`config.mk`:
```
export PLATFORM = sky130hd
export DESIGN_NAME = sel_latch_decoder
export DESIGN_NICKNAME = d
export VERILOG_FILES = /design/src/rtl/latdec_pkg.sv /design/src/rtl/sld_rst_sync.sv /design/src/rtl/sld_code_hold.sv /design/src/rtl/sld_onehot.sv /design/src/rtl/sld_out_gate.sv /design/src/rtl/sel_latch_decoder.sv
export SDC_FILE = /design/constraint.sdc
export NUM_CORES = 1
export LEC_CHECK = 0
export BUFFER_PORTS_ARGS = -buffer_cell sky130_fd_sc_hd__buf_4
export CORE_AREA = 4 4 51 53
export DETAILED_ROUTE_END_ITERATION = 6
export DIE_AREA = 0 0 55 57
export PLACE_DENSITY = 0.51
export RECOVER_POWER = 100
export SYNTH_ARGS = -nofsm -noshare
export SYNTH_HDL_FRONTEND = slang
export SYNTH_SLANG_ARGS = --single-unit
```
`constraint.sdc`:
```
create_clock -name clk -period 2.45 [get_ports clk]
set_clock_uncertainty 0.15 [all_clocks]
set_input_delay 0.245 -clock clk [delete_from_list [all_inputs] [get_ports clk]]
set_output_delay 0.245 -clock clk [all_outputs]
set_load 0.005 [all_outputs]
```
`src/rtl/latdec_pkg.sv`:
```
package latdec_pkg;

  // Output polarity: which level marks the addressed output.
  typedef enum logic {
    POL_LOW  = 1'b0,
    POL_HIGH = 1'b1
  } out_pol_e;

  // How the select code reaches the decoder.
  typedef enum logic {
    CAP_TRANSPARENT = 1'b0,
    CAP_REGISTERED  = 1'b1
  } cap_mode_e;

  localparam int unsigned DEF_SEL_W = 4;

endpackage

```
`src/rtl/sld_rst_sync.sv`:
```
// Asynchronous assertion, synchronous release of the active-low reset.
module sld_rst_sync #(
  parameter int unsigned STAGES = 2
) (
  input  logic clk,
  input  logic rst_n,
  output logic rst_q_n
);

  logic [STAGES-1:0] chain_q;
  logic [STAGES-1:0] chain_d;

  always_comb begin
    chain_d = {chain_q[STAGES-2:0], 1'b1};
  end

  always_ff @(posedge clk or negedge rst_n) begin
    if (!rst_n) begin
      chain_q <= '0;
    end else begin
      chain_q <= chain_d;
    end
  end

  assign rst_q_n = chain_q[STAGES-1];

endmodule

```
`src/rtl/sld_code_hold.sv`:
```
// Select-code capture stage: a clock-enabled register, plus an optional
// bypass so the stage behaves like a transparent latch while loading.
module sld_code_hold
  import latdec_pkg::*;
#(
  parameter int unsigned SEL_W = DEF_SEL_W,
  parameter cap_mode_e   CAP   = CAP_TRANSPARENT
) (
  input  logic             clk,
  input  logic             rst_q_n,
  input  logic [SEL_W-1:0] sel_i,
  input  logic             load_i,
  output logic [SEL_W-1:0] code_o
);

  logic [SEL_W-1:0] code_q;
  logic             code_en;
  logic [SEL_W-1:0] code_d;

  // Next-state logic: load only while the load control is high.
  always_comb begin
    code_en = load_i;
    code_d  = sel_i;
  end

  always_ff @(posedge clk or negedge rst_q_n) begin
    if (!rst_q_n) begin
      code_q <= '0;
    end else if (code_en) begin
      code_q <= code_d;
    end
  end

  generate
    if (CAP == CAP_TRANSPARENT) begin : g_transp
      // Pass-through while loading, stored value while holding.
      assign code_o = load_i ? sel_i : code_q;
    end else begin : g_regd
      assign code_o = code_q;
    end
  endgenerate

endmodule

```
`src/rtl/sld_onehot.sv`:
```
// Binary code to one-hot word.
module sld_onehot #(
  parameter int unsigned SEL_W = 4,
  localparam int unsigned NOUT = 1 << SEL_W
) (
  input  logic [SEL_W-1:0] code_i,
  output logic [NOUT-1:0]  hot_o
);

  generate
    for (genvar k = 0; k < NOUT; k++) begin : g_line
      assign hot_o[k] = (code_i == SEL_W'(k));
    end
  endgenerate

endmodule

```
`src/rtl/sld_out_gate.sv`:
```
// Enable gating and polarity selection of the decoded word.
module sld_out_gate
  import latdec_pkg::*;
#(
  parameter int unsigned NOUT = 16,
  parameter out_pol_e    POL  = POL_HIGH
) (
  input  logic [NOUT-1:0] hot_i,
  input  logic            en_n_i,
  output logic [NOUT-1:0] y_o
);

  logic [NOUT-1:0] gated;

  always_comb begin
    gated = hot_i & {NOUT{~en_n_i}};
  end

  generate
    if (POL == POL_HIGH) begin : g_hi
      assign y_o = gated;
    end else begin : g_lo
      assign y_o = ~gated;
    end
  endgenerate

endmodule

```
`src/rtl/sel_latch_decoder.sv`:
```
// Latched binary-to-one-of-N decoder and demultiplexer.
module sel_latch_decoder
  import latdec_pkg::*;
#(
  parameter int unsigned SEL_W = DEF_SEL_W,
  parameter out_pol_e    POL   = POL_HIGH,
  parameter cap_mode_e   CAP   = CAP_TRANSPARENT,
  localparam int unsigned NOUT = 1 << SEL_W
) (
  input  logic             clk,
  input  logic             rst_n,
  input  logic [SEL_W-1:0] sel_i,
  input  logic             load_i,
  input  logic             en_n_i,
  output logic [NOUT-1:0]  y_o
);

  logic             rst_q_n;
  logic [SEL_W-1:0] code;
  logic [NOUT-1:0]  hot;

  sld_rst_sync #(.STAGES(2)) u_rst (
    .clk     (clk),
    .rst_n   (rst_n),
    .rst_q_n (rst_q_n)
  );

  sld_code_hold #(.SEL_W(SEL_W), .CAP(CAP)) u_hold (
    .clk     (clk),
    .rst_q_n (rst_q_n),
    .sel_i   (sel_i),
    .load_i  (load_i),
    .code_o  (code)
  );

  sld_onehot #(.SEL_W(SEL_W)) u_dec (
    .code_i (code),
    .hot_o  (hot)
  );

  sld_out_gate #(.NOUT(NOUT), .POL(POL)) u_gate (
    .hot_i  (hot),
    .en_n_i (en_n_i),
    .y_o    (y_o)
  );

endmodule

```
After elaboration in Yosys (flattened, before gate mapping)

Cells that the tools add are included.

Bits in registers: 6
Word-level logic and storage cells: 21

Equality and inequality tests: 15
Muxes and demuxes: 1
Bitwise logic cells: 2
Reductions and logical operators: 1

Operators by type and width:

| kind                                                | count |
|---|---|
| equality test 4 bit, second input constant          | 8 |
| bitwise AND 16 bit                                  | 1 |
| equality test 4 x 3 -> 1 bit, second input constant | 4 |
| equality test 4 x 2 -> 1 bit, second input constant | 2 |
| equality test 4 x 1 -> 1 bit, second input constant | 1 |
| zero test 4 bit                                     | 1 |
| two-way mux 4 bit                                   | 1 |
| NOT 1 bit                                           | 1 |

Longest topological paths before layout

Depth after elaboration: 3
Mapped depth: 3

Cells and area by module

A second synthesis with hierarchy kept.

Cell total of the unflattened synthesis: 48
Area, all modules: 569.3 um^2

By module, submodules not included:

| module        | instances | cells an instance | area each (um^2) | sequential area each (um^2) |
|---|---|---|---|---|
| sld_onehot    | 1         | 20                | 226.5            | 0.0 |
| sld_code_hold | 1         | 8                 | 145.1            | 100.1 |
| sld_out_gate  | 1         | 17                | 143.9            | 0.0 |
| sld_rst_sync  | 1         | 3                 | 53.8             | 50.0 |

Worst setup path after synthesis

No wires, ideal clock.

Path kind: input -> output
From: input load_i
To: output y_o[13]
Data arrival time: 1113 ps
Required time: 2055 ps
Setup slack: 942 ps
Stages on the path: 3
Buffers on the path: 1
Cell sequence: buf_6 > or4b_4 > a22oi_1

Longest elaborated chain between the ends: 3

RTL lines:

| what                | RTL line                | source |
|---|---|---|
| start, declared     | sel_latch_decoder.sv:13 | `input logic load_i,` |
| two-way mux 4 bit   | --                      |  |
| equality test 4 bit | sld_onehot.sv:12        | `assign hot_o[k] = (code_i == SEL_W'(k));` |
| bitwise AND 16 bit  | sld_out_gate.sv:16      | `gated = hot_i & {NOUT{~en_n_i}};` |
| end, declared       | sel_latch_decoder.sv:15 | `output logic [NOUT-1:0] y_o` |

Every way passes these cells.

Worst setup path after layout

From: register u_hold.code_q[1]
To: output y_o[4]

Longest elaborated chain between the ends: 3

RTL lines:

| what                         | RTL line            | source |
|---|---|---|
| start, declared              | sld_code_hold.sv:16 | `logic [SEL_W-1:0] code_q;` |
| start signal, assigned       | sld_code_hold.sv:30 | `code_q <= code_d;` |
| two-way mux 4 bit            | --                  |  |
| equality test 4 x 3 -> 1 bit | sld_onehot.sv:12    |  |
| bitwise AND 16 bit           | sld_out_gate.sv:16  |  |

Every way passes these cells.

==> impl_metrics.tcl <==
set metrics [dict create \
    placed_area_um2 678 \
    start_util 0.227 \
    busiest_layer "met2" \
    io_pins 24 \
    finalMaxSlewViolations 0 \
    setup_ws_ns 0.440 \
    worst-setup-path-type "flip-flop to primary output" \
    wl_per_cell_um 13.2 \
    p_per_area_nw_per_um2 375 \
    core_um2 2150 \
    final_layout_size_suffix_gt1_frac 0.451 \
    die_h_um 57 \
    min_period_ns 2.01 \
    seq_area_frac_synth 0.308 \
    synth_cells 45 \
    min-delay-start "sel_i[0]" \
    synth_warnings 0 \
    grtUsageMet1 0.0982 \
    antenna_cells 0 \
    r2r_cells 1 \
    ys_top_cells_by_count "16 x a22oi_1, 6 x dfrtp_1, 4 x mux2_2" \
    rr_endpoint "u_hold.code_q[3]" \
    yosys.area.top_type "dfrtp_1" \
    htreeDepth 1 \
    worstPathArrival_ns 1.62 \
    ctsResizeCount 0 \
    required_ns 2.06 \
    synth_nets 53 \
    cts_made_buffers 3 \
    cts_max_path_buffers 2 \
    fp-row-count 17 \
    period_share 0.821 \
    rsz0062_at_grt "no" \
    cp-end-kind "primary output" \
    grt_pass1_wl_mm 2.01 \
    grt_util_met2 0.140 \
    synth_seq_cells 6 \
    synthTopCellsByArea "dfrtp_1 31%, a22oi_1 25%, mux2_2 9.3%, or4b_4 5.7%, nand3b_1 4.6%" \
    ant_nets 0 \
    nNetsFinal 81 \
    final_area_um2 709 \
    synth.avg_cell_area_um2 10.8 \
    dp_slack_ns 0.683 \
    critPathLaunchType "flip-flop" \
    rr_startpoint "u_hold.code_q[3]" \
    drtIter0Drc 13 \
    io_buffers 23 \
    yosys.area.top_type_share 0.308 \
    placed_cells 94 \
    async_flop_share 1.00 \
    gp_congestion 0.739 \
    chipWidth_um 55 \
    hold_class "input pin to flip-flop" \
    holdPathEnd "u_hold.code_q[0]" \
    final.setup.tns_ns 0 \
    detail_route.first_pass.iterations 4 \
    synth_most_common_cell "a22oi_1" \
    area_growth_pct 45.8 \
    holdPathStages 2 \
    ir_drop_uv 228 \
    worstPathMaxFanout 5 \
    grt_pass1_vias 468 \
    fmax_mhz 497 \
    finalWirelength_mm 1.30 \
    cts.sinks 6 \
    clkLatencyLatePin_ns 0.23 \
    p_leak_nw 0.288 \
    die-area_um2 3140 \
    stdcell_count 99 \
    grt_max_degree 21 \
    grt_use_total 0.0841 \
    cts-root-buf "clkbuf_4" \
    cts_tree "done" \
    status "completed" \
    clk_pin_slew_ns 0.04 \
    drv_cap 0 \
    worst_hold_slack_ns 0.127 \
    synth_edf_count 0 \
    hold_buffers 2 \
    antenna_found_initial 0 \
    finalHoldViolations 0 \
    viasPerCell 4.86 \
    vias 481 \
    overflow 0 \
    drcViolationCount 0 \
    reg2reg_slack_ns 1.51 \
    syn-cell-area_um2 487 \
    post-cts-setup-buffers 0 \
    post_synth_num_cell_types 17 \
    met3_usage 0.0261 \
    setup_viol 0 \
    synthFlopType "dfrtp_1" \
]
## registers in the layout, summed over array words and instances, names as in the netlist
register / count
u_hold.code_q: 4
u_rst.chain_q: 2
## routing by layer
layer | wire, µm | vias up
met3 | 134 | 0
met2 | 644 | 19
met5 | 0 | -
li1 | - | 247
met4 | 0 | 0
met1 | 522 | 215
## per-stage QoR
| stage | power, mW | util |
|---|---|---|
| after global routing | 0.286 | 0.330 |
| after floorplan | 0.153 | - |
| after CTS | 0.276 | 0.335 |
| after global placement | 0.181 | 0.316 |
| final | 0.266 | 0.330 |
| after detailed placement | 0.182 | 0.316 |
## power by group
group | total, mW | switching [mW] | internal [mW]
registers | 0.115 | 0.00699 | 0.108
clock network | 0.0872 | 0.0320 | 0.0552
logic | 0.0641 | 0.0295 | 0.0346
## cells in the final DEF (no fill, tap or decap)
cell | Yosys | layout
a22oi_1 | 16 | 16
buf_4 | 0 | 9
clkbuf_4 | 0 | 17
conb_1 | 1 | 1
dfrtp_1 | 6 | 6
dlygate4sd3_1 | 0 | 2
mux2_2 | 4 | 4
nand3_1 | 1 | 1
nand3b_1 | 3 | 3
nand4b_1 | 1 | 1
nand4bb_1 | 2 | 2
or3_1 | 1 | 1
or3b_1 | 1 | 1
or3b_2 | 2 | 2
or4_1 | 0 | 1
or4b_1 | 1 | 3
or4bb_1 | 1 | 1
## area by class of cell
class	count	area [µm²]
multi-input cells	37	309
fillers	236	1440
flip-flops and latches	6	150
well taps	28	35.0
clock buffers	3	22.5
repair buffers	25	193
## worst max-delay path: stages, from the launching register on
cell      delay [ns]
dfrtp_1         0.40
or4_1           0.57
a22oi_1         0.24
clkbuf_4        0.17
## cells by family after synthesis
| group | share of synthesized area |
|---|---|
| flip-flops | 0.308 |
| other | 0.00770 |
| AO/OA/AOI/OAI | 0.247 |
| multiplexers | 0.0925 |
| AND/OR/NAND/NOR | 0.311 |
| buffers and inverters | 0.0334 |
## worst max-delay path by stage
| stage | startpoint | end | cells past startpoint |
|---|---|---|---|
| 3_3_place_gp | en_n_i | y_o[4] | 4 |
| 2_1_floorplan | load_i | y_o[13] | 3 |
| 5_1_grt | u_hold.code_q[1] | y_o[5] | 3 |
| 6_report | u_hold.code_q[1] | y_o[4] | 3 |
| 4_1_cts | u_hold.code_q[1] | y_o[4] | 3 |
| 3_5_place_dp | en_n_i | y_o[4] | 4 |
Power figures use the tool's default switching activity.
